<file path="src/rtl/df_sched_pkg.sv">
package df_sched_pkg;

    typedef enum logic [1:0] {
        OP_LOAD = 2'b00,
        OP_ADD  = 2'b01,
        OP_MUL  = 2'b10,
        OP_RSVD = 2'b11
    } op_e;

    typedef enum logic [1:0] {
        SL_FREE = 2'b00,
        SL_WAIT = 2'b01,
        SL_EXEC = 2'b10
    } slot_st_e;

endpackage

</file>
<file path="src/rtl/df_pick.sv">
module df_pick #(
    parameter int N  = 16,
    localparam int TW = $clog2(N)
) (
    input  logic [N-1:0]  free_i,
    output logic          any_o,
    output logic [TW-1:0] idx_o
);
    // lowest set bit wins: scan downwards so the last hit is the smallest index
    always_comb begin
        idx_o = '0;
        for (int i = N - 1; i >= 0; i--) begin
            if (free_i[i]) begin
                idx_o = TW'(i);
            end
        end
    end

    assign any_o = |free_i;
endmodule

</file>
<file path="src/rtl/df_regtab.sv">
module df_regtab #(
    parameter int NUM_ARCH = 32,
    parameter int NUM_ENT  = 16,
    localparam int AW = $clog2(NUM_ARCH),
    localparam int TW = $clog2(NUM_ENT)
) (
    input  logic                clk,
    input  logic                rst_n,
    input  logic                wr_en,
    input  logic [AW-1:0]       wr_dst,
    input  logic [TW-1:0]       wr_tag,
    input  logic [NUM_ENT-1:0]  done_i,
    input  logic [AW-1:0]       rd_a,
    input  logic [AW-1:0]       rd_b,
    output logic                busy_a,
    output logic [TW-1:0]       tag_a,
    output logic                busy_b,
    output logic [TW-1:0]       tag_b,
    output logic [NUM_ARCH-1:0] pend_o
);
    logic [NUM_ARCH-1:0] busy_q;
    logic [TW-1:0]       tag_q [NUM_ARCH];

    // a new writer overrides; otherwise only a broadcast of the recorded tag clears
    always_ff @(posedge clk) begin
        if (!rst_n) begin
            busy_q <= '0;
            for (int r = 0; r < NUM_ARCH; r++) begin
                tag_q[r] <= '0;
            end
        end else begin
            for (int r = 0; r < NUM_ARCH; r++) begin
                if (wr_en && (wr_dst == AW'(r))) begin
                    busy_q[r] <= 1'b1;
                    tag_q[r]  <= wr_tag;
                end else if (busy_q[r] && done_i[tag_q[r]]) begin
                    busy_q[r] <= 1'b0;
                end
            end
        end
    end

    assign busy_a = busy_q[rd_a];
    assign tag_a  = tag_q[rd_a];
    assign busy_b = busy_q[rd_b];
    assign tag_b  = tag_q[rd_b];
    assign pend_o = busy_q;
endmodule

</file>
<file path="src/rtl/df_slot.sv">
module df_slot
    import df_sched_pkg::*;
#(
    parameter int NUM_ENT  = 16,
    parameter int LAT_LOAD = 2,
    parameter int LAT_ADD  = 4,
    parameter int LAT_MUL  = 20,
    localparam int TW   = $clog2(NUM_ENT),
    localparam int LMAX = (LAT_MUL > LAT_ADD)
                          ? ((LAT_MUL > LAT_LOAD) ? LAT_MUL : LAT_LOAD)
                          : ((LAT_ADD > LAT_LOAD) ? LAT_ADD : LAT_LOAD),
    localparam int CW   = $clog2(LMAX + 1)
) (
    input  logic               clk,
    input  logic               rst_n,
    input  logic               alloc_i,
    input  op_e                op_i,
    input  logic               wait_a_i,
    input  logic [TW-1:0]      tag_a_i,
    input  logic               wait_b_i,
    input  logic [TW-1:0]      tag_b_i,
    input  logic [NUM_ENT-1:0] wake_i,
    output logic               occ_o,
    output logic               wait_o,
    output logic               done_o
);
    slot_st_e      st_q, st_d;
    op_e           op_q, op_d;
    logic          wa_q, wa_d, wb_q, wb_d;
    logic [TW-1:0] ta_q, ta_d, tb_q, tb_d;
    logic [CW-1:0] rem_q, rem_d;
    logic          ra, rb;

    // remaining count loaded at start: the start cycle itself is the first one
    function automatic logic [CW-1:0] cnt_init(op_e op);
        unique case (op)
            OP_LOAD: cnt_init = CW'(LAT_LOAD - 1);
            OP_MUL:  cnt_init = CW'(LAT_MUL - 1);
            default: cnt_init = CW'(LAT_ADD - 1);
        endcase
    endfunction

    assign ra = !wa_q || wake_i[ta_q];
    assign rb = !wb_q || wake_i[tb_q];

    always_comb begin
        st_d  = st_q;
        op_d  = op_q;
        wa_d  = wa_q;
        wb_d  = wb_q;
        ta_d  = ta_q;
        tb_d  = tb_q;
        rem_d = rem_q;
        unique case (st_q)
            SL_FREE: begin
                if (alloc_i) begin
                    op_d = op_i;
                    wa_d = wait_a_i;
                    wb_d = wait_b_i;
                    ta_d = tag_a_i;
                    tb_d = tag_b_i;
                    if (!wait_a_i && !wait_b_i) begin
                        st_d  = SL_EXEC;
                        rem_d = cnt_init(op_i);
                    end else begin
                        st_d = SL_WAIT;
                    end
                end
            end
            SL_WAIT: begin
                if (ra && rb) begin
                    st_d  = SL_EXEC;
                    rem_d = cnt_init(op_q);
                    wa_d  = 1'b0;
                    wb_d  = 1'b0;
                end else begin
                    wa_d = !ra;
                    wb_d = !rb;
                end
            end
            SL_EXEC: begin
                if (rem_q == '0) begin
                    st_d = SL_FREE;
                end else begin
                    rem_d = rem_q - CW'(1);
                end
            end
            default: st_d = SL_FREE;
        endcase
    end

    always_ff @(posedge clk) begin
        if (!rst_n) begin
            st_q  <= SL_FREE;
            op_q  <= OP_ADD;
            wa_q  <= 1'b0;
            wb_q  <= 1'b0;
            ta_q  <= '0;
            tb_q  <= '0;
            rem_q <= '0;
        end else begin
            st_q  <= st_d;
            op_q  <= op_d;
            wa_q  <= wa_d;
            wb_q  <= wb_d;
            ta_q  <= ta_d;
            tb_q  <= tb_d;
            rem_q <= rem_d;
        end
    end

    always_comb begin
        occ_o  = (st_q != SL_FREE);
        wait_o = (st_q == SL_WAIT);
        done_o = (st_q == SL_EXEC) && (rem_q == '0);
    end
endmodule

</file>
<file path="src/rtl/df_sched.sv">
module df_sched
    import df_sched_pkg::*;
#(
    parameter int NUM_ARCH = 32,
    parameter int NUM_ENT  = 16,
    parameter int LAT_LOAD = 2,
    parameter int LAT_ADD  = 4,
    parameter int LAT_MUL  = 20,
    localparam int AW = $clog2(NUM_ARCH),
    localparam int TW = $clog2(NUM_ENT)
) (
    input  logic                clk,
    input  logic                rst_n,
    input  logic                in_valid,
    input  logic [1:0]          in_op,
    input  logic [AW-1:0]       in_dst,
    input  logic [AW-1:0]       in_src_a,
    input  logic                in_src_a_en,
    input  logic [AW-1:0]       in_src_b,
    input  logic                in_src_b_en,
    output logic                in_ready,
    output logic [TW-1:0]       in_tag,
    output logic [NUM_ENT-1:0]  done_vec,
    output logic [NUM_ARCH-1:0] reg_pending
);
    op_e                op_in;
    logic               issue;
    logic               use_a, use_b;
    logic               busy_a, busy_b;
    logic [TW-1:0]      ptag_a, ptag_b;
    logic               miss_a, miss_b;
    logic [NUM_ENT-1:0] occ_vec;
    logic [NUM_ENT-1:0] wait_vec;

    assign op_in = op_e'(in_op);
    assign issue = in_valid && in_ready;

    // loads carry no register sources whatever the enables say
    assign use_a = in_src_a_en && (op_in != OP_LOAD);
    assign use_b = in_src_b_en && (op_in != OP_LOAD);

    // a producer broadcasting this very cycle counts as ready (same-cycle bypass)
    assign miss_a = use_a && busy_a && !done_vec[ptag_a];
    assign miss_b = use_b && busy_b && !done_vec[ptag_b];

    df_pick #(.N(NUM_ENT)) u_pick (
        .free_i (~occ_vec),
        .any_o  (in_ready),
        .idx_o  (in_tag)
    );

    df_regtab #(.NUM_ARCH(NUM_ARCH), .NUM_ENT(NUM_ENT)) u_regtab (
        .clk    (clk),
        .rst_n  (rst_n),
        .wr_en  (issue),
        .wr_dst (in_dst),
        .wr_tag (in_tag),
        .done_i (done_vec),
        .rd_a   (in_src_a),
        .rd_b   (in_src_b),
        .busy_a (busy_a),
        .tag_a  (ptag_a),
        .busy_b (busy_b),
        .tag_b  (ptag_b),
        .pend_o (reg_pending)
    );

    for (genvar g = 0; g < NUM_ENT; g++) begin : g_slot
        df_slot #(
            .NUM_ENT  (NUM_ENT),
            .LAT_LOAD (LAT_LOAD),
            .LAT_ADD  (LAT_ADD),
            .LAT_MUL  (LAT_MUL)
        ) u_slot (
            .clk      (clk),
            .rst_n    (rst_n),
            .alloc_i  (issue && (in_tag == TW'(g))),
            .op_i     (op_in),
            .wait_a_i (miss_a),
            .tag_a_i  (ptag_a),
            .wait_b_i (miss_b),
            .tag_b_i  (ptag_b),
            .wake_i   (done_vec),
            .occ_o    (occ_vec[g]),
            .wait_o   (wait_vec[g]),
            .done_o   (done_vec[g])
        );
    end
endmodule

</file>
<file path="config.mk">
export PLATFORM = sky130hd
export DESIGN_NAME = df_sched
export DESIGN_NICKNAME = d
export VERILOG_FILES = /design/src/rtl/df_sched_pkg.sv /design/src/rtl/df_pick.sv /design/src/rtl/df_regtab.sv /design/src/rtl/df_slot.sv /design/src/rtl/df_sched.sv
export SDC_FILE = /design/constraint.sdc
export NUM_CORES = 2
export LEC_CHECK = 0
export BUFFER_PORTS_ARGS = -buffer_cell sky130_fd_sc_hd__buf_2
export CORE_MARGIN = 3
export CORE_UTILIZATION = 31
export DETAILED_ROUTE_END_ITERATION = 8
export HOLD_SLACK_MARGIN = 0.1
export MAX_ROUTING_LAYER = met4
export PLACE_DENSITY_LB_ADDON = 0.2
export SLEW_MARGIN = 20
export SYNTH_ARGS = -nofsm -noshare
export SYNTH_HDL_FRONTEND = slang
export SYNTH_HIERARCHICAL = 1
export SYNTH_SLANG_ARGS = --single-unit
</file>
<file path="constraint.sdc">
create_clock -name clk -period 16.2 [get_ports clk]
set_input_delay 3.24 -clock clk [delete_from_list [all_inputs] [get_ports clk]]
set_output_delay 3.24 -clock clk [all_outputs]
set_load 0.02 [all_outputs]
</file>
==> metrics <==
RR Endpoint g_slot[2].u_slot/rem_q[3]; CP endpoint kind flip-flop; post-synth cell types 86; r2r worst-path depth 16; GRT Residual Overflow 0; first-pass iteration count of the detailed router 6; flop and latch count out of synthesis 464; register area share after synthesis 31.4%; drt via density 5.77; ys flop type dfxtp_1; Hold Crit Class flip-flop to flip-flop; post-synthesis cell count 3517; WS Path Type input pin to flip-flop; layout net count 3602; Clock transition at path regs 0.06 ns; Detail Route Antenna Nets 0; maximum fanout along the worst path 25; Yosys top cell by area dfxtp_1; Area growth syn-to-layout 10.2%; Fmax 134 MHz; hpwl dp 75600 um; Synth area leaders dfxtp_1 (20%), mux4_2 (14%), edfxtp_1 (11%); Arr. time, crit path 8.01 ns; pin count of the biggest net entering global routing 68; gr usage total 21.3%; syn nets 3635; area share of the largest cell type after synthesis 20.0%; vias 28500; WL/cell 24.1 um; hold path cells 2; number of synthesis warnings 6; # port buffers 74; WP data required 16.75 ns; Final Hold Viols 0; hold_buf cts 0; starting density of the core 31.4%; Skew-Pair Late Insertion Delay 0.67 ns; clock sink count 464; Slew Limit Fails 0; Setup Fix Bufs, Post-CTS 0; reg-to-reg critical path startpoint g_slot[5].u_slot/st_q[0]; worst-margin pin slew 1.12 ns; setup ws final 8.74 ns; total die area 113000 sq um; hold endpoint g_slot[2].u_slot/ta_q[3]; Syn Std Cell Area 33700 sq um; Finish-stage setup viols 0; Longest Clk Path Bufs 3; RSZ-0062 raised after global routing no; r2r setup slk 11.02 ns; Core ar. 108000 sq um; Setup TNS 0 ns; die width 336 um; Peak supply drop 0.0000803 V; DRC Markers 0; pre-CTS WS 8.10 ns; depth of the CTS H-tree 2; Final Routed Wirelength 119000 um; Tmin final 7.46 ns; Routability Congestion 0.920; Filler cells 11000; Tot Pwr 4930 uW; MaxCap Viol Count 0; skew final 0.0423 ns; power per cell area 133 nW/um^2; Iter 0 DRT Violations 2707; EDFF count, synth 128; number of buffers created by CTS 57; outcome finished clean; initial antenna violation count 1; # IOs 75; share of layout cells above drive strength 1 17.4%; Pleak 0.0133 uW; mean post-synth cell area 9.58 sq um; post-cts sizing count 0; CTS tree done; hold path start g_slot[2].u_slot/ta_q[3]; Die Y 336 um; FP Rows 120; period utilization 46.0%; Synth async-reset ratio 0%; CTS root buf clkbuf_16; vias in the first global route 27300; first-pass GRT wire length 179000 um; Startpoint Class input pin; Rel. slew slack 25.4%
-- layout by cell type (no fill, tap or decap), drive strengths merged, types with 18 or more instances in the layout --
cell and n:
nor2 243, nand3b 24, nand2 525, dfxtp 336
o211a 20, clkbuf 80, nor3b 20, nand2b 40
and2 41, mux2i 222, buf 114, nand3 66
edfxtp 128, a31oi 38, a221oi 23, a211oi 39
or3 26, mux2 55, inv 223, ha 96
nor2b 33, or2b 26, a21oi 247, or2 19
o211ai 39, nor3 64, clkinv 18, o41ai 25
o21ai 132, o22ai 26, mux4 250, a22oi 47
-- cell usage after synthesis, drive strengths merged, types with 16 or more instances --
cell type / instances
mux2i: 222
nor2b: 33
a22oi: 47
nor2: 243
edfxtp: 128
o21ai: 132
a21oi: 247
mux2: 55
or3: 26
or4: 16
nor3: 64
a31oi: 38
nand3: 66
or2: 19
o22ai: 26
ha: 96
clkbuf: 120
dfxtp: 336
inv: 220
a32oi: 16
mux4: 250
a221oi: 23
o211a: 20
o41ai: 25
nor3b: 20
nand3b: 24
buf: 86
and2: 41
a211oi: 39
nand2: 525
nand2b: 40
or2b: 26
o211ai: 39
-- cell type report --
type | instances | area (sq um) | share of cell area, %
diodes | 3 | 7.51 | 0.0202
clock buffers | 80 | 1660 | 4.48
clock inverters | 27 | 308 | 0.829
inverters | 221 | 830 | 2.23
multi-input cells | 2626 | 21300 | 57.4
flip-flops and latches | 464 | 10600 | 28.5
well taps | 1403 | 1760 | 4.73
repair buffers | 114 | 682 | 1.84
-- registers in the layout (all words and copies together) (netlist names) --
| name | count |
|---|---|
| u_regtab/tag_q | 128 |
| g_slot.u_slot/rem_q | 80 |
| g_slot.u_slot/ta_q | 64 |
| g_slot.u_slot/tb_q | 64 |
| g_slot.u_slot/op_q | 32 |
| g_slot.u_slot/st_q | 32 |
| u_regtab/pend_o | 32 |
| g_slot.u_slot/wa_q | 16 |
| g_slot.u_slot/wb_q | 16 |
-- worst max-delay path: stages --
cell and delay [ns]:
buf_2 0.59, mux4_2 0.60, a22oi_1 0.27, nand4_1 0.15, buf_4 0.30, mux2i_1 0.17
nor4b_1 0.28, nor3_1 0.10, o211a_2 0.36, buf_4 0.36, nor2_1 0.14, nor2_1 0.06
or3_1 0.33, a211o_2 0.32, or4_1 0.50, o22ai_1 0.15
-- worst max-delay path by stage --
stage,start,end,slack (ns),depth (start not counted)
2_1_floorplan,in_src_a[0],g_slot[7].u_slot/rem_q[2],7.84,15
3_3_place_gp,in_src_b[0],g_slot[11].u_slot/rem_q[3],8.11,16
3_5_place_dp,in_src_b[0],g_slot[8].u_slot/rem_q[3],8.10,16
4_1_cts,in_src_b[0],g_slot[11].u_slot/rem_q[3],8.79,16
5_1_grt,in_src_b[0],g_slot[10].u_slot/rem_q[3],8.46,17
6_report,in_src_b[0],g_slot[6].u_slot/rem_q[3],8.74,16
-- stage by stage --
step	utilization [%]	hold WS, ns	instance area [sq um]	cells
after detailed placement	32.7	0.462	35200	4828
final	34.5	0.467	37100	4938
after global placement	32.7	0.457	35200	4828
after floorplan	-	0.445	33700	3517
after CTS	34.5	0.470	37100	4935
after global routing	34.5	0.492	37100	4935
-- cells by family after synthesis --
family	share of synthesized area [%]
simple gates	17.3
flops	31.4
compound gates	16.3
xor+xnor	0.416
mux	25.6
fa+ha+maj	3.56
buf+inv	5.57
-- power breakdown --
part | switching (uW) | total [uW] | leakage [uW] | internal (uW)
clock network | 555 | 1350 | 0.000977 | 796
registers | 109 | 1400 | 0.00404 | 1290
logic | 1340 | 2190 | 0.00826 | 849
-- routing by layer --
metal,wire (um),part of all wire [%],up-vias,global-route usage (%)
li1,-,-,13100,-
met1,53000,45,14200,28.7
met2,54500,46,1058,33.0
met3,8250,6.9,168,3.41
met4,3410,2.9,0,6.41
met5,0,0,-,-
(Power assumes the default switching activity.)
